File: config.mk
export PLATFORM = sky130hd
export DESIGN_NAME = tick_flag_unit
export DESIGN_NICKNAME = d
export VERILOG_FILES = /design/src/rtl/tick_flag_pkg.sv /design/src/rtl/tick_divider.sv /design/src/rtl/roll_counter.sv /design/src/rtl/flag_bank.sv /design/src/rtl/tick_flag_unit.sv
export SDC_FILE = /design/constraint.sdc
export NUM_CORES = 1
export LEC_CHECK = 0
export ABC_AREA = 1
export BUFFER_PORTS_ARGS = -buffer_cell sky130_fd_sc_hd__buf_2
export CAP_MARGIN = 20
export CORE_MARGIN = 2
export CORE_UTILIZATION = 55
export CTS_CLUSTER_SIZE = 16
export DETAILED_ROUTE_END_ITERATION = 16
export GPL_ROUTABILITY_DRIVEN = 0
export GPL_TIMING_DRIVEN = 1
export PLACE_DENSITY = 0.75
export SYNTH_ARGS = -nofsm -noshare
export SYNTH_HDL_FRONTEND = slang
export SYNTH_HIERARCHICAL = 1
export SYNTH_SLANG_ARGS = --single-unit
export TNS_END_PERCENT = 50
File: constraint.sdc
create_clock -name clk -period 3.35 [get_ports clk]
set_input_delay 0.335 -clock clk [delete_from_list [all_inputs] [get_ports clk]]
set_output_delay 0.335 -clock clk [all_outputs]
set_load 0.05 [all_outputs]
File: src/rtl/tick_flag_pkg.sv
package tick_flag_pkg;
  // Positions inside the upper nibble of the flag and mask registers
  localparam int FLG_ROLL = 3;  // register bit 7
  localparam int FLG_TICK = 2;  // register bit 6
  localparam int FLG_PAOV = 1;  // register bit 5
  localparam int FLG_PAED = 0;  // register bit 4
  localparam int NFLAG    = 4;
  localparam int DATA_W   = 8;

  typedef logic [NFLAG-1:0] flag_vec_t;

  typedef enum logic [1:0] {
    REG_FLAGS = 2'd0,
    REG_MASK  = 2'd1,
    REG_RATE  = 2'd2,
    REG_NONE  = 2'd3
  } reg_sel_e;
endpackage

File: src/rtl/tick_divider.sv
module tick_divider #(
  parameter int DIV_BASE = 13,
  parameter int SEL_W    = 2
) (
  input  logic             clk,
  input  logic             rst_n,
  input  logic             clk_en,
  input  logic [SEL_W-1:0] rate_sel,
  output logic             tick_o
);
  localparam int DIV_W = DIV_BASE + (1 << SEL_W) - 1;

  logic [DIV_W-1:0] div_q, div_d, span;

  // Bits 0 .. DIV_BASE-1+sel: the chosen bit falls when all of them are ones
  always_comb begin
    for (int i = 0; i < DIV_W; i++) begin
      span[i] = (i < DIV_BASE + int'(rate_sel));
    end
  end

  always_comb begin
    div_d = div_q;
    if (clk_en) div_d = div_q + 1'b1;
  end

  assign tick_o = clk_en && ((div_q & span) == span);

  always_ff @(posedge clk or negedge rst_n) begin
    if (!rst_n) div_q <= '0;
    else        div_q <= div_d;
  end
endmodule

File: src/rtl/roll_counter.sv
module roll_counter #(
  parameter int CNT_W = 16
) (
  input  logic clk,
  input  logic rst_n,
  input  logic clk_en,
  output logic wrap_o
);
  logic [CNT_W-1:0] cnt_q, cnt_d;

  always_comb begin
    cnt_d = cnt_q;
    if (clk_en) cnt_d = cnt_q + 1'b1;
  end

  assign wrap_o = clk_en && (&cnt_q);

  always_ff @(posedge clk or negedge rst_n) begin
    if (!rst_n) cnt_q <= '0;
    else        cnt_q <= cnt_d;
  end
endmodule

File: src/rtl/flag_bank.sv
module flag_bank
  import tick_flag_pkg::*;
(
  input  logic      clk,
  input  logic      rst_n,
  input  flag_vec_t set_i,
  input  logic      flag_wr,
  input  logic      mask_wr,
  input  flag_vec_t wdata_i,
  output flag_vec_t flags_o,
  output flag_vec_t mask_o,
  output logic      irq_o
);
  flag_vec_t flag_q, flag_d, mask_q, mask_d;

  for (genvar b = 0; b < NFLAG; b++) begin : g_bit
    // a set event outranks a write-one clear in the same cycle
    always_comb begin
      flag_d[b] = set_i[b] | (flag_q[b] & ~(flag_wr & wdata_i[b]));
      mask_d[b] = mask_wr ? wdata_i[b] : mask_q[b];
    end

    always_ff @(posedge clk or negedge rst_n) begin
      if (!rst_n) begin
        flag_q[b] <= 1'b0;
        mask_q[b] <= 1'b0;
      end else begin
        flag_q[b] <= flag_d[b];
        mask_q[b] <= mask_d[b];
      end
    end
  end

  assign flags_o = flag_q;
  assign mask_o  = mask_q;
  assign irq_o   = |(flag_q & mask_q);
endmodule

File: src/rtl/tick_flag_unit.sv
module tick_flag_unit
  import tick_flag_pkg::*;
#(
  parameter int CNT_W    = 16,
  parameter int DIV_BASE = 13,
  parameter int SEL_W    = 2,
  parameter int ADDR_W   = 2
) (
  input  logic              clk,
  input  logic              rst_n,
  input  logic              clk_en,
  input  logic [ADDR_W-1:0] addr,
  input  logic              wr_en,
  input  logic [DATA_W-1:0] wr_data,
  output logic [DATA_W-1:0] rd_data,
  input  logic              pa_ovf_evt,
  input  logic              pa_edge_evt,
  output logic              irq
);
  localparam int LO_W = DATA_W - NFLAG;

  logic       rst_meta_n, rst_sync_n;
  logic [SEL_W-1:0] rate_q, rate_d;
  logic       tick, wrap;
  flag_vec_t  set_vec, flags_q, mask_q;
  logic       sel_flags, sel_mask, sel_rate;
  logic [LO_W-1:0] unused_lo;

  // reset: asserted at once, released after two clock edges
  always_ff @(posedge clk or negedge rst_n) begin
    if (!rst_n) begin
      rst_meta_n <= 1'b0;
      rst_sync_n <= 1'b0;
    end else begin
      rst_meta_n <= 1'b1;
      rst_sync_n <= rst_meta_n;
    end
  end

  assign sel_flags = (addr == ADDR_W'(REG_FLAGS));
  assign sel_mask  = (addr == ADDR_W'(REG_MASK));
  assign sel_rate  = (addr == ADDR_W'(REG_RATE));
  assign unused_lo = wr_data[LO_W-1:0];

  always_comb begin
    rate_d = rate_q;
    if (wr_en && sel_rate) rate_d = wr_data[SEL_W-1:0];
  end

  always_ff @(posedge clk or negedge rst_sync_n) begin
    if (!rst_sync_n) rate_q <= '0;
    else             rate_q <= rate_d;
  end

  tick_divider #(.DIV_BASE(DIV_BASE), .SEL_W(SEL_W)) u_div (
    .clk(clk), .rst_n(rst_sync_n), .clk_en(clk_en),
    .rate_sel(rate_q), .tick_o(tick)
  );

  roll_counter #(.CNT_W(CNT_W)) u_cnt (
    .clk(clk), .rst_n(rst_sync_n), .clk_en(clk_en), .wrap_o(wrap)
  );

  always_comb begin
    set_vec           = '0;
    set_vec[FLG_ROLL] = wrap;
    set_vec[FLG_TICK] = tick;
    set_vec[FLG_PAOV] = pa_ovf_evt;
    set_vec[FLG_PAED] = pa_edge_evt;
  end

  flag_bank u_flags (
    .clk(clk), .rst_n(rst_sync_n), .set_i(set_vec),
    .flag_wr(wr_en && sel_flags), .mask_wr(wr_en && sel_mask),
    .wdata_i(wr_data[DATA_W-1:LO_W]),
    .flags_o(flags_q), .mask_o(mask_q), .irq_o(irq)
  );

  always_comb begin
    rd_data = '0;
    if (sel_flags)     rd_data = {flags_q, {LO_W{1'b0}}};
    else if (sel_mask) rd_data = {mask_q, {LO_W{1'b0}}};
    else if (sel_rate) rd_data = {{(DATA_W-SEL_W){1'b0}}, rate_q};
  end
endmodule

Word level (Yosys, flattened, before mapping)
Cells that the tools add are included.
W data, S select, Z words.
Storage, ports and cells
  bits in registers: 44
  logic and storage cells: 64
  output and inout bits: 9
  input bits: 16
Cells by class
  reductions and logical operators: 8
  eq/ne operators: 3
  bitwise operators: 18
  mux-type cells: 3
  magnitude comparators: 16
  $add $sub $neg: 3
Operator list (number)
  $lt A5 B32 Y1 const A: 8
  $lt A4 B32 Y1 const A: 4
  $lt A3 B32 Y1 const A: 2
  $add A16 B1 Y16 const B: 2
  $lt A2 B32 Y1 const A: 1
  $and A16 B16 Y16: 1
  $eq A16 B16 Y1: 1
  $mux W8: 2
  $reduce_and A16 Y1: 1
  $and A1 B1 Y1: 8
  $add A4 B2 Y5 const A: 1
  $logic_and A1 B1 Y1: 5
  $lt A1 B5 Y1 const A: 1
  $and A4 B4 Y4: 1
  $not A1 Y1: 4
  $or A1 B1 Y1: 4
  $reduce_or A4 Y1: 1
  $eq A2 B1 Y1 const B: 1
  $eq A2 B2 Y1 const B: 1
  $logic_not A2 Y1: 1
  $mux W2: 1

Longest topological paths before layout
Gate-level depths: netlist of the first run.
  depth in word-level cells: 6
  gate-level depth with buffers: 7
  depth with buffers taken out: 7

Modules after synthesis
The synthesis of the first run kept the hierarchy.
Modules (own cells, without submodules)
  roll_counter: seq. area each 400.4 µm², cells each 111, times used 1, area an instance 870.8 µm²
  tick_divider: seq. area each 400.4 µm², cells each 109, times used 1, area an instance 869.6 µm²
  flag_bank: seq. area each 200.2 µm², cells each 45, times used 1, area an instance 344.1 µm²
  tick_flag_unit: seq. area each 100.1 µm², cells each 39, times used 1, area an instance 265.3 µm²

Least setup slack after synthesis of the first run
OpenSTA, ideal clock, no wires.
  kind: input to output
  from: input addr[1]
  to: output rd_data[0]
  slack: 1870 ps
  stages on the path: 3
  data arrival time: 1145 ps
  buffers on the path: 1
  data required time: 3015 ps
  cells stage by stage: buf_6 > nand2_1 > nor2_1
Between the ends
  cells in the longest elaborated chain, start to end: 4
RTL lines
  start, declared: line tick_flag_unit.sv:12  | input logic [ADDR_W-1:0] addr,
  $eq A2 B2 Y1: line tick_flag_unit.sv:42  | assign sel_rate = (addr == ADDR_W'(REG_RATE));
  $mux W2: line tick_flag_unit.sv:83  | else if (sel_rate) rd_data = {{(DATA_W-SEL_W){1'b0}}, rate_q};
  $mux W8: line tick_flag_unit.sv:82  | else if (sel_mask) rd_data = {mask_q, {LO_W{1'b0}}};
  $mux W8 (*): line tick_flag_unit.sv:81  | if (sel_flags) rd_data = {flags_q, {LO_W{1'b0}}};
  end, declared: line tick_flag_unit.sv:15  | output logic [DATA_W-1:0] rd_data,
Mark *: on every way between the ends. The rest lies on a longest branch, timed or not.

Worst setup path in the final report of the first run
  from: input addr[0]
  to: output rd_data[7]
Between the ends
  cells in the longest elaborated chain, start to end: 3
RTL lines
  $eq A2 B1 Y1: line tick_flag_unit.sv:41  | assign sel_mask = (addr == ADDR_W'(REG_MASK));
  $mux W8: line tick_flag_unit.sv:82
  $mux W8 (*): line tick_flag_unit.sv:81
Marks and branches as above.

==> impl_metrics.prom, run 1 <==
# TYPE chip_impl_metric gauge
chip_impl_info{name="status",value="complete, no violations"} 1
chip_impl_info{name="worst_setup_path_start_kind",value="primary input"} 1
chip_impl_metric{name="worst-path-buf-inv",unit=""} 2
chip_impl_metric{name="achievable-frequency",unit="GHz"} 0.6796
chip_impl_metric{name="synth-edff-count",unit=""} 0
chip_impl_info{name="critical-path-slowest-cell",value="sky130_fd_sc_hd__buf_2"} 1
chip_impl_metric{name="final.fill_count",unit=""} 361
chip_impl_info{name="synthTopCellsByCount",value="102 x sky130_fd_sc_hd__nand2_1, 44 x sky130_fd_sc_hd__dfrtp_1, 40 x sky130_fd_sc_hd__inv_1"} 1
chip_impl_info{name="timing.hold.worst.start",value="pa_edge_evt"} 1
chip_impl_info{name="min_delay_path_class",value="primary input to flip-flop"} 1
chip_impl_metric{name="clock_power_share",unit="%"} 29.3
chip_impl_metric{name="clock_tree.buffer_depth",unit=""} 2
chip_impl_metric{name="tns",unit="ns"} 0
chip_impl_metric{name="avgSynthCellArea",unit="µm²"} 7.729
chip_impl_info{name="kind_of_cell_adding_the_most_delay_to_the_critical_path",value="buffers and inverters"} 1
chip_impl_metric{name="initial_utilization",unit="%"} 57.91
chip_impl_metric{name="antenna_cells",unit=""} 0
chip_impl_metric{name="maximum_number_of_pins_on_one_net_before_global_route_repair",unit=""} 43
chip_impl_metric{name="vias",unit=""} 1853
chip_impl_metric{name="postRouteWirelength",unit="µm"} 4089
chip_impl_metric{name="grt_use_total",unit="%"} 19.01
chip_impl_metric{name="sw_frac_of_total",unit="%"} 32.53
chip_impl_metric{name="clkLatencyLatePin",unit="ns"} 0.29
chip_impl_metric{name="max_slew_margin",unit="%"} 40.21
chip_impl_metric{name="synth.yosys.seq_area_share",unit="%"} 46.86
chip_impl_info{name="setup.worst_path.class",value="primary input to primary output"} 1
chip_impl_metric{name="yosys_reg_bits",unit=""} 44
chip_impl_metric{name="global_route_congestion_overflow_total",unit=""} 0
chip_impl_metric{name="sequential_cell_area",unit="mm²"} 0.001102
chip_impl_info{name="crit-reg2reg-launch",value="u_div/div_q[0]"} 1
chip_impl_metric{name="use_met1",unit="%"} 23.80
chip_impl_metric{name="grt_pass1_wl",unit="µm"} 7479
chip_impl_metric{name="finClkSkew",unit="ns"} 0.001215
chip_impl_metric{name="report.power.total",unit="W"} 0.001490
chip_impl_metric{name="final-hold-violation-count",unit=""} 0
chip_impl_metric{name="detailedRoute.firstIterationViolations",unit=""} 128
chip_impl_metric{name="grtUsageMet3",unit="%"} 4.070
chip_impl_metric{name="fp.dieArea",unit="mm²"} 0.004811
chip_impl_metric{name="final_max_slew_violation_count",unit=""} 0
chip_impl_metric{name="number_of_detailed_route_iterations_in_the_first_pass",unit=""} 4
chip_impl_metric{name="r2r_cells",unit=""} 7
chip_impl_metric{name="final.min_clock_period",unit="ns"} 1.471
chip_impl_metric{name="comb_power_share",unit="%"} 20.5
chip_impl_metric{name="post_drt_via_cell_ratio",unit=""} 4.889
chip_impl_metric{name="worst_slew_pin_slew",unit="ns"} 0.8969
chip_impl_metric{name="p_leak",unit="nW"} 1.265
chip_impl_info{name="cts.root.buffer_cell",value="sky130_fd_sc_hd__clkbuf_8"} 1
chip_impl_metric{name="layout_cells_sized_above_1",unit="%"} 13.37
chip_impl_metric{name="dp_hpwl",unit="µm"} 3002
chip_impl_info{name="worstPathCellList",value="buf_2 -> nor2_1 -> nand2_1 -> nand2_1 -> buf_2"} 1
chip_impl_metric{name="routed_wire_length_per_instance",unit="µm"} 10.79
chip_impl_metric{name="synth_async_sr_flop_share",unit="%"} 100.0
chip_impl_metric{name="die_width",unit="µm"} 69.36
chip_impl_metric{name="multi_input_area",unit="mm²"} 0.001054
chip_impl_metric{name="areaGrowthSynthToFinish",unit="%"} 11.18
chip_impl_metric{name="drv.max_cap_violation_count",unit=""} 0
chip_impl_info{name="dominant_cell_type_by_area_after_synthesis",value="sky130_fd_sc_hd__dfrtp_1"} 1
chip_impl_metric{name="timing.critical_path.slowest_cell_delay",unit="ns"} 0.26
chip_impl_metric{name="io_pins",unit=""} 25
chip_impl_metric{name="worst_setup_hold_path_clk_slew",unit="ns"} 0.08
chip_impl_metric{name="initial_antenna_violation_count",unit=""} 0
chip_impl_metric{name="hold_path_depth",unit=""} 3
chip_impl_metric{name="synth_cell_types",unit=""} 22
chip_impl_metric{name="utilization",unit="%"} 64.38
chip_impl_metric{name="grt_pass1_vias",unit=""} 1813
chip_impl_metric{name="die_h",unit="µm"} 69.36
chip_impl_metric{name="net-switching-power",unit="W"} 0.0004846
chip_impl_metric{name="drt_drc_violations_left",unit=""} 0
chip_impl_metric{name="critical_path_peak_fanout",unit=""} 7
chip_impl_metric{name="cp_data_arrival_time",unit="ns"} 1.14
chip_impl_metric{name="number_of_buffers_inserted_during_clock_tree_synthesis",unit=""} 5
chip_impl_info{name="whs_endpoint",value="u_flags/flags_o[0]"} 1
chip_impl_metric{name="port_buffers",unit=""} 20
chip_impl_info{name="area_contributors_post_synth",value="sky130_fd_sc_hd__dfrtp_1 47%, sky130_fd_sc_hd__nand2_1 16%, sky130_fd_sc_hd__inv_1 6.4%, sky130_fd_sc_hd__nand3_1 5.5%, sky130_fd_sc_hd__nor2_1 4.3%"} 1
chip_impl_metric{name="power.density",unit="mW/mm²"} 570.3
chip_impl_info{name="synth_most_common_cell",value="sky130_fd_sc_hd__nand2_1"} 1
chip_impl_metric{name="setup_viol_count_final",unit=""} 0
chip_impl_metric{name="clock-sinks",unit=""} 44
chip_impl_metric{name="post_layout_nonfiller_instances",unit=""} 379
chip_impl_metric{name="antenna_violating_nets_post_route",unit=""} 0
chip_impl_metric{name="placeableCoreArea",unit="mm²"} 0.004058
chip_impl_metric{name="post_cts_resized",unit=""} 0
chip_impl_metric{name="ys_warn_count",unit=""} 6
chip_impl_metric{name="worst-endpoint-required",unit="ns"} 3.01
chip_impl_metric{name="nets",unit=""} 346
chip_impl_info{name="cts_tree",value="built"} 1
chip_impl_info{name="grt_most_used_layer",value="met2"} 1
chip_impl_metric{name="post-route-period-util",unit="%"} 43.92
chip_impl_info{name="synth_flop_cell",value="sky130_fd_sc_hd__dfrtp_1"} 1
chip_impl_metric{name="ff2ff_setup_slack",unit="ns"} 1.98
chip_impl_metric{name="post_synth_instance_area",unit="mm²"} 0.002350
chip_impl_metric{name="number_of_instances_in_the_placed_design",unit=""} 370
chip_impl_metric{name="syn_inst",unit=""} 304
chip_impl_metric{name="use_met2",unit="%"} 32.69
chip_impl_info{name="worstReg2RegEnd",value="u_flags/flags_o[2]"} 1
chip_impl_metric{name="intPower",unit="W"} 0.001005
chip_impl_metric{name="maximum_vdd_ir_drop",unit="V"} 0.0004143
chip_impl_metric{name="yosysTopAreaCellShare",unit="%"} 46.86
chip_impl_metric{name="htree_num_levels",unit=""} 2
chip_impl_metric{name="worst_hold_slack",unit="ns"} 0.2219
chip_impl_metric{name="power.sequential.fraction",unit="%"} 50.1
chip_impl_info{name="rsz0062_at_grt",value="false"} 1
chip_impl_info{name="worst_setup_path_end_kind",value="primary output"} 1
chip_impl_metric{name="rows",unit=""} 23
[placed cells by master (no fill, tap or decap), drive strengths merged, types with 7 or more instances in the layout]
cell type	Yosys	layout
xnor2	10	10
o21ai	7	7
nand4	9	9
inv	42	42
clkbuf	0	7
nand2	105	105
xor2	10	10
nand3	27	27
buf	5	20
nor2	35	35
dfrtp	44	44
[layout make-up]
class                      count  area share, %
clock buffer                   7          3.688
clock inverter                 1          1.149
inverter                      42          6.034
multi-input combinational    214          40.33
sequential                    44          42.19
tap                           50          2.395
timing repair buffer          21          4.215
[logic make-up (layout without fill, tap and decap cells)]
kind of cell    after synthesis  in the layout  share of synthesized area [%]
buf+inv                      47             71                          8.466
xor+xnor                     20             20                          7.454
fa+ha+maj                     2              2                          1.065
other cells                   2              3                         0.3196
compound gates                8              8                          1.810
simple gates                181            181                          34.03
flops                        44             44                          46.86
[worst min-delay path: cells and delay by family]
kind          cells  cell delay (ns)
buf+inv           2             0.10
simple gates      1             0.05
[worst max-delay path by stage]
stage | start | endpoint | slack [ns] | cells past startpoint
after CTS | u_flags/flags_o[0] | irq | 1.87 | 5
after floorplan | addr[1] | rd_data[0] | 1.87 | 3
after detailed placement | addr[0] | rd_data[7] | 1.88 | 5
after global placement | addr[0] | rd_data[6] | 1.90 | 5
after global routing | u_flags/flags_o[0] | irq | 1.77 | 5
final | addr[0] | rd_data[7] | 1.88 | 5
[flip-flops by register name, summed over array words and instances, names as in the netlist]
| name | flops |
|---|---|
| rst_sync_n | 1 |
| rate_q | 2 |
| u_div/div_q | 16 |
| u_cnt/cnt_q | 16 |
| rst_meta_n | 1 |
| u_flags/mask_o | 4 |
| u_flags/flags_o | 4 |
[layer usage]
| metal | up-vias | share of wire [%] |
|---|---|---|
| met5 | - | 0 |
| met4 | 0 | 0.81 |
| met3 | 4 | 4.0 |
| met2 | 31 | 47 |
| met1 | 841 | 48 |
| li1 | 977 | - |
[power by group through the flow]
stage	sequential (W)	clock (W)	combinational (W)
floorplan	0.000731	0	0.000256
global placement	0.000754	0	0.000292
detailed placement	0.000756	0	0.000307
CTS	0.000748	0.000450	0.000309
global route	0.000769	0.000469	0.000351
finish	0.000747	0.000437	0.000306
[through the flow]
| stage | setup slack [ns] | area (µm²) |
|---|---|---|
| after floorplan | 1.870 | 2354 |
| after global placement | 1.900 | 2476 |
| after CTS | 1.872 | 2613 |
| final | 1.879 | 2613 |
| after detailed placement | 1.878 | 2476 |
| after global routing | 1.774 | 2613 |
[timing repair]
item / in CTS / in global routing
hold endpoints to repair: 2 / 0
hold buffers: 1 / 0
setup buffers: 0 / 0
(Power assumes the default switching activity.)
==> run 2, diff against run 1 <==
==> constraint.sdc (replaced) <==
create_clock -name clk -period 1.5 [get_ports clk]
set_input_delay 0.15 -clock clk [delete_from_list [all_inputs] [get_ports clk]]
set_output_delay 0.15 -clock clk [all_outputs]
set_load 0.05 [all_outputs]
==> run 2 against run 1 <==
Effect of this change: worst setup slack worse by 1.7 ns; combinational power grew 150%; wire length rose by 0.44%; clock power grew 120%; sequential share of layout area is 0.79 points lower; critical path type is now flip-flop to flip-flop; largest cell class unchanged.
==> impl_metrics.prom, run 2 (synthesis gave the netlist of run 1 again) <==
# TYPE chip_impl_metric gauge
chip_impl_metric{name="clkLatencyLatePin",unit="ns"} 0.30
chip_impl_metric{name="drt_drc_violations_left",unit=""} 0
chip_impl_info{name="worst_setup_path_start_kind",value="flip-flop"} 1
chip_impl_metric{name="worst-path-buf-inv",unit=""} 1
chip_impl_metric{name="layout_cells_sized_above_1",unit="%"} 14.67
chip_impl_info{name="kind_of_cell_adding_the_most_delay_to_the_critical_path",value="simple AND/OR/NAND/NOR gates"} 1
chip_impl_metric{name="antenna_cells",unit=""} 0
chip_impl_metric{name="drv.max_cap_violation_count",unit=""} 0
chip_impl_metric{name="setup_viol_count_final",unit=""} 0
chip_impl_metric{name="grt_pass1_wl",unit="µm"} 7610
chip_impl_metric{name="final_max_slew_violation_count",unit=""} 0
chip_impl_info{name="setup.worst_path.class",value="flip-flop to flip-flop"} 1
chip_impl_metric{name="worst-endpoint-required",unit="ns"} 1.74
chip_impl_metric{name="max_slew_margin",unit="%"} 66.32
chip_impl_metric{name="worst_slack",unit="ns"} 0.1690
chip_impl_info{name="layout_common_cells",value="102 x sky130_fd_sc_hd__nand2_1, 43 x sky130_fd_sc_hd__dfrtp_1, 40 x sky130_fd_sc_hd__inv_1"} 1
chip_impl_info{name="rsz0062_at_grt",value="false"} 1
chip_impl_metric{name="multi_input_area",unit="mm²"} 0.001054
chip_impl_metric{name="die_width",unit="µm"} 69.36
chip_impl_metric{name="fp.dieArea",unit="mm²"} 0.004811
chip_impl_metric{name="achievable-frequency",unit="GHz"} 0.7513
chip_impl_metric{name="finClkSkew",unit="ns"} 0.005315
chip_impl_metric{name="number_of_buffers_inserted_during_clock_tree_synthesis",unit=""} 5
chip_impl_metric{name="global_route_congestion_overflow_total",unit=""} 0
chip_impl_metric{name="vias",unit=""} 1851
chip_impl_metric{name="cp_data_arrival_time",unit="ns"} 1.58
chip_impl_metric{name="post_drt_via_cell_ratio",unit=""} 4.820
chip_impl_metric{name="antenna_violating_nets_post_route",unit=""} 0
chip_impl_info{name="critical-path-slowest-cell",value="sky130_fd_sc_hd__dfrtp_1"} 1
chip_impl_metric{name="initial_utilization",unit="%"} 57.91
chip_impl_metric{name="post_cts_resized",unit=""} 0
chip_impl_metric{name="die_h",unit="µm"} 69.36
chip_impl_metric{name="clock_tree.buffer_depth",unit=""} 2
chip_impl_info{name="timing.critical_path.mode_cell",value="sky130_fd_sc_hd__nand3_1"} 1
chip_impl_metric{name="rows",unit=""} 23
chip_impl_metric{name="p_leak",unit="nW"} 1.294
chip_impl_metric{name="timing.critical_path.slowest_cell_delay",unit="ns"} 0.40
chip_impl_metric{name="worst_hold_slack",unit="ns"} 0.03189
chip_impl_metric{name="maximum_number_of_pins_on_one_net_before_global_route_repair",unit=""} 32
chip_impl_metric{name="final.min_clock_period",unit="ns"} 1.331
chip_impl_metric{name="port_buffers",unit=""} 20
chip_impl_metric{name="postRouteWirelength",unit="µm"} 4107
chip_impl_info{name="worstPathCellList",value="ha_1 -> nand3_1 -> nor2_2 -> nand3_1 -> nor2_1 -> inv_1 -> nand2_1"} 1
chip_impl_metric{name="tns",unit="ns"} 0
chip_impl_info{name="worst_setup_path_end_kind",value="flip-flop"} 1
chip_impl_metric{name="sequential_cell_area",unit="mm²"} 0.001102
chip_impl_metric{name="detailedRoute.firstIterationViolations",unit=""} 97
chip_impl_metric{name="worst_setup_hold_path_clk_slew",unit="ns"} 0.08
chip_impl_metric{name="fin_area",unit="mm²"} 0.002663
chip_impl_metric{name="worst_slew_pin_slew",unit="ns"} 0.5014
chip_impl_info{name="status",value="complete, no violations"} 1
chip_impl_metric{name="placeableCoreArea",unit="mm²"} 0.004058
chip_impl_metric{name="grt_use_total",unit="%"} 19.62
chip_impl_metric{name="clock-sinks",unit=""} 44
chip_impl_metric{name="critical_path_peak_fanout",unit=""} 5
chip_impl_metric{name="initial_antenna_violation_count",unit=""} 0
chip_impl_info{name="cts.root.buffer_cell",value="sky130_fd_sc_hd__clkbuf_8"} 1
chip_impl_metric{name="htree_num_levels",unit=""} 2
chip_impl_info{name="min_delay_path_class",value="primary input to flip-flop"} 1
chip_impl_metric{name="dp_hpwl",unit="µm"} 3046
chip_impl_metric{name="post_dp_cell_area",unit="mm²"} 0.002504
chip_impl_metric{name="io_pins",unit=""} 25
chip_impl_info{name="layout_commonest_cell",value="sky130_fd_sc_hd__nand2_1"} 1
chip_impl_metric{name="post-route-period-util",unit="%"} 88.74
chip_impl_metric{name="pre_cts_ws",unit="ns"} 0.1857
chip_impl_info{name="biggestRegsByFlops",value="u_cnt/cnt_q x16, u_div/div_q x16"} 1
chip_impl_info{name="cts_tree",value="built"} 1
chip_impl_metric{name="areaGrowthSynthToFinish",unit="%"} 13.31
chip_impl_metric{name="number_of_detailed_route_iterations_in_the_first_pass",unit=""} 4
chip_impl_metric{name="power.density",unit="mW/mm²"} 1268
chip_impl_metric{name="grt_pass1_vias",unit=""} 1762
chip_impl_metric{name="routed_wire_length_per_instance",unit="µm"} 10.70
chip_impl_metric{name="nets",unit=""} 351
chip_impl_metric{name="final-hold-violation-count",unit=""} 0
chip_impl_metric{name="final.fill_count",unit=""} 348
chip_impl_metric{name="maximum_vdd_ir_drop",unit="V"} 0.0008448
-- run 2: timing repair --
item                                    in CTS  in global routing
setup buffers                                0                  3
hold buffers                                 1                  0
endpoints found under the setup margin       0                  1
hold endpoints to repair                     2                  0
-- run 2: area by class of cell --
class,count,share of cell area [%]
timing repair buffer,26,6.015
clock buffer,7,3.618
tap,50,2.350
sequential,44,41.40
multi-input combinational,214,39.57
inverter,42,5.921
clock inverter,1,1.128
-- run 2: final timing paths --
check / startpoint / to / slack, ns / cells after the start
max: u_div/div_q[0] / u_flags/flags_o[2] / 0.17 / 7
min: pa_edge_evt / u_flags/flags_o[0] / 0.03 / 3
max reg2reg: u_div/div_q[0] / u_flags/flags_o[2] / 0.17 / 7
min reg2reg: rst_sync_n / u_div/div_q[0] / 0.16 / 0
max in group asynchronous: rst_sync_n / u_div/div_q[15] / 0.88 / 1
min in group asynchronous: rst_n / rst_meta_n / 0.16 / 2
-- run 2: layer usage --
layer | up-vias | GRT usage [%] | part of all wire [%]
li1 | 988 | - | -
met1 | 832 | 25.74 | 49
met2 | 26 | 31.20 | 45
met3 | 5 | 5.378 | 3.9
met4 | 0 | 7.190 | 1.7
met5 | - | 0 | 0
-- run 2: worst register-to-register path, stage by stage, from the launching register on --
cell and delay, ns:
sky130_fd_sc_hd__dfrtp_1 0.40, sky130_fd_sc_hd__ha_1 0.23, sky130_fd_sc_hd__nand3_1 0.12, sky130_fd_sc_hd__nor2_2 0.23, sky130_fd_sc_hd__nand3_1 0.10, sky130_fd_sc_hd__nor2_1 0.11, sky130_fd_sc_hd__inv_1 0.04, sky130_fd_sc_hd__nand2_1 0.05
-- run 2: metrics by stage --
| step | power, W | cells | utilization (%) |
|---|---|---|---|
| CTS | 0.003382 | 381 | 65.06 |
| detailed placement | 0.002382 | 372 | 61.70 |
| finish | 0.003377 | 384 | 65.62 |
| global route | 0.003607 | 384 | 65.62 |
| floorplan | 0.002203 | 305 | - |
| global placement | 0.002348 | 372 | 61.70 |
-- run 2: power by group --
group	leakage, nW	switching (W)	internal (W)
Sequential	0.548	0.000243	0.00140
Combinational	0.681	0.000454	0.000301
Clock	0.0645	0.000393	0.000587
==> run 3, diff against run 2 <==
--- a/config.mk
+++ b/config.mk
@@ -9,12 +9,11 @@
 export BUFFER_PORTS_ARGS = -buffer_cell sky130_fd_sc_hd__buf_2
 export CAP_MARGIN = 20
 export CORE_MARGIN = 2
-export CORE_UTILIZATION = 55
+export CORE_UTILIZATION = 28
 export CTS_CLUSTER_SIZE = 16
 export DETAILED_ROUTE_END_ITERATION = 16
 export GPL_ROUTABILITY_DRIVEN = 0
 export GPL_TIMING_DRIVEN = 1
-export PLACE_DENSITY = 0.75
 export SYNTH_ARGS = -nofsm -noshare
 export SYNTH_HDL_FRONTEND = slang
 export SYNTH_HIERARCHICAL = 1
==> run 3 against run 2 <==
Effect of this change: sequential cell count unchanged; sequential share of layout area decreased by 0.50 points; critical endpoint unchanged; critical path depth unchanged; power decreased by 4.1%.
==> impl_metrics.prom, run 3 (synthesis gave the netlist of run 1 again) <==
# TYPE chip_impl_metric gauge
chip_impl_metric{name="power.density",unit="mW/mm²"} 1201
chip_impl_metric{name="rows",unit=""} 33
chip_impl_metric{name="maximum_vdd_ir_drop",unit="V"} 0.0003646
chip_impl_metric{name="postRouteWirelength",unit="µm"} 4284
chip_impl_metric{name="antenna_violating_nets_post_route",unit=""} 0
chip_impl_metric{name="layout_cells_sized_above_1",unit="%"} 13.60
chip_impl_metric{name="worst-endpoint-required",unit="ns"} 1.74
chip_impl_metric{name="initial_antenna_violation_count",unit=""} 0
chip_impl_metric{name="dp_hpwl",unit="µm"} 3255
chip_impl_metric{name="clock-sinks",unit=""} 44
chip_impl_metric{name="met1Wirelength",unit="µm"} 2144
chip_impl_metric{name="port_buffers",unit=""} 20
chip_impl_metric{name="post-route-period-util",unit="%"} 86.99
chip_impl_metric{name="detailedRoute.firstIterationViolations",unit=""} 76
chip_impl_metric{name="dr_wl_met3",unit="µm"} 182
chip_impl_info{name="min_delay_path_class",value="primary input to flip-flop"} 1
chip_impl_info{name="layout_common_cells",value="102 x sky130_fd_sc_hd__nand2_1, 43 x sky130_fd_sc_hd__dfrtp_1, 40 x sky130_fd_sc_hd__inv_1"} 1
chip_impl_info{name="status",value="complete, no violations"} 1
chip_impl_metric{name="cts_post_setup_buffers_inserted",unit=""} 0
chip_impl_metric{name="initial_utilization",unit="%"} 28.74
chip_impl_metric{name="sequential_cell_area",unit="mm²"} 0.001102
chip_impl_metric{name="die_width",unit="µm"} 95.61
chip_impl_metric{name="number_of_detailed_route_iterations_in_the_first_pass",unit=""} 4
chip_impl_info{name="cts.root.buffer_cell",value="sky130_fd_sc_hd__clkbuf_8"} 1
chip_impl_metric{name="io_pins",unit=""} 25
chip_impl_metric{name="drt_drc_violations_left",unit=""} 0
chip_impl_info{name="cts_tree",value="built"} 1
chip_impl_metric{name="nets",unit=""} 348
chip_impl_info{name="setup.worst_path.class",value="flip-flop to flip-flop"} 1
chip_impl_metric{name="antenna_cells",unit=""} 0
chip_impl_metric{name="worst_setup_hold_path_clk_slew",unit="ns"} 0.08
chip_impl_metric{name="number_of_buffers_inserted_during_clock_tree_synthesis",unit=""} 5
chip_impl_metric{name="die_h",unit="µm"} 95.61
chip_impl_metric{name="final-hold-violation-count",unit=""} 0
chip_impl_metric{name="routed_wire_length_per_instance",unit="µm"} 9.826
chip_impl_metric{name="global_route_congestion_overflow_total",unit=""} 0
chip_impl_metric{name="setup_viol_count_final",unit=""} 0
chip_impl_metric{name="max_slew_margin",unit="%"} 61.53
chip_impl_info{name="worst_setup_path_start_kind",value="flip-flop"} 1
chip_impl_metric{name="clkLatencyLatePin",unit="ns"} 0.29
chip_impl_metric{name="multi_input_area",unit="mm²"} 0.001059
chip_impl_metric{name="final.fill_count",unit=""} 874
chip_impl_metric{name="placeableCoreArea",unit="mm²"} 0.008175
chip_impl_metric{name="post_drt_via_cell_ratio",unit=""} 4.259
chip_impl_metric{name="clock_tree.buffer_depth",unit=""} 2
chip_impl_metric{name="drv.max_cap_violation_count",unit=""} 0
chip_impl_metric{name="critical_path_peak_fanout",unit=""} 5
chip_impl_metric{name="final_max_slew_violation_count",unit=""} 0
chip_impl_metric{name="finClkSkew",unit="ns"} 0.005319
chip_impl_metric{name="grt_use_total",unit="%"} 10.52
chip_impl_metric{name="final.min_clock_period",unit="ns"} 1.305
chip_impl_metric{name="post_layout_nonfiller_instances",unit=""} 436
chip_impl_metric{name="worst_slew_pin_slew",unit="ns"} 0.5727
chip_impl_metric{name="achievable-frequency",unit="GHz"} 0.7664
chip_impl_metric{name="cp_data_arrival_time",unit="ns"} 1.54
chip_impl_metric{name="p_leak",unit="nW"} 1.270
chip_impl_metric{name="wl_met2",unit="µm"} 1903
chip_impl_info{name="layout_commonest_cell",value="sky130_fd_sc_hd__nand2_1"} 1
chip_impl_metric{name="vias",unit=""} 1857
chip_impl_info{name="top_signal_layer_used",value="met4"} 1
chip_impl_metric{name="htree_num_levels",unit=""} 2
chip_impl_metric{name="fp.dieArea",unit="mm²"} 0.009140
chip_impl_metric{name="tns",unit="ns"} 0
chip_impl_metric{name="grt_pass1_wl",unit="µm"} 7596
chip_impl_info{name="biggestRegsByFlops",value="u_cnt/cnt_q x16, u_div/div_q x16"} 1
chip_impl_metric{name="number_of_instances_in_the_placed_design",unit=""} 427
chip_impl_info{name="worst_setup_path_end_kind",value="flip-flop"} 1
chip_impl_metric{name="maximum_number_of_pins_on_one_net_before_global_route_repair",unit=""} 28
chip_impl_metric{name="areaGrowthSynthToFinish",unit="%"} 14.70
chip_impl_info{name="rsz0062_at_grt",value="false"} 1
chip_impl_metric{name="grt_pass1_vias",unit=""} 1762
[run 3: power by group]
part | switching [W] | total (W) | internal, W
combinational | 0.000444 | 0.000709 | 0.000265
sequential | 0.000253 | 0.00165 | 0.00140
clock | 0.000382 | 0.000876 | 0.000494
[run 3: worst paths after layout]
| check | from | end | slack (ns) | cells after the start |
|---|---|---|---|---|
| min in group asynchronous | rst_n | rst_meta_n | 0.16 | 2 |
| worst max register to register | u_div/div_q[0] | u_flags/flags_o[2] | 0.20 | 7 |
| max in group asynchronous | rst_sync_n | u_cnt/cnt_q[11] | 0.84 | 1 |
| worst min-delay path | pa_ovf_evt | u_flags/flags_o[1] | 0.04 | 3 |
| worst max-delay path | u_div/div_q[0] | u_flags/flags_o[2] | 0.20 | 7 |
| worst min register to register | rst_sync_n | u_div/div_q[1] | 0.19 | 0 |
[run 3: timing repair]
| action | in CTS | in global routing |
|---|---|---|
| setup endpoints to repair | 0 | 1 |
| hold buffers | 1 | 0 |
| endpoints found under the hold margin | 2 | 0 |
| gates resized for setup | 0 | 1 |
[run 3: layout make-up]
| type | count | share of cell area, % |
|---|---|---|
| clock inverters | 2 | 1.300 |
| clock buffers | 6 | 2.693 |
| flip-flops and latches | 44 | 40.90 |
| inverters | 42 | 5.850 |
| repair buffers | 23 | 5.107 |
| well taps | 105 | 4.875 |
| multi-input cells | 214 | 39.28 |
[run 3: per-layer routing]
layer / global-route usage (%) / vias up
met4: 3.571 / 0
met3: 2.688 / 6
met1: 13.66 / 847
li1: - / 976
met5: 0 / -
met2: 17.02 / 28
[run 3: worst max-delay path, cell delays in order (launching register included)]
cell                      delay, ns
sky130_fd_sc_hd__dfrtp_1       0.41
sky130_fd_sc_hd__ha_1          0.24
sky130_fd_sc_hd__nand3_1       0.15
sky130_fd_sc_hd__nor2_4        0.17
sky130_fd_sc_hd__nand3_1       0.08
sky130_fd_sc_hd__nor2_1        0.10
sky130_fd_sc_hd__inv_1         0.04
sky130_fd_sc_hd__nand2_1       0.05
[run 3: stage by stage]
stage	utilization, %	total power (W)	cell area (µm²)	hold WS (ns)	setup slack (ns)
detailed placement	31.47	0.002383	2572	-0.05903	0.1710
finish	32.97	0.003238	2695	0.03811	0.1952
CTS	32.90	0.003290	2690	0.03075	0.1449
global placement	31.47	0.002358	2572	-0.06085	0.1806
floorplan	-	0.002203	2354	-0.1456	0.1848
global route	32.97	0.003485	2695	0.03913	0.05223
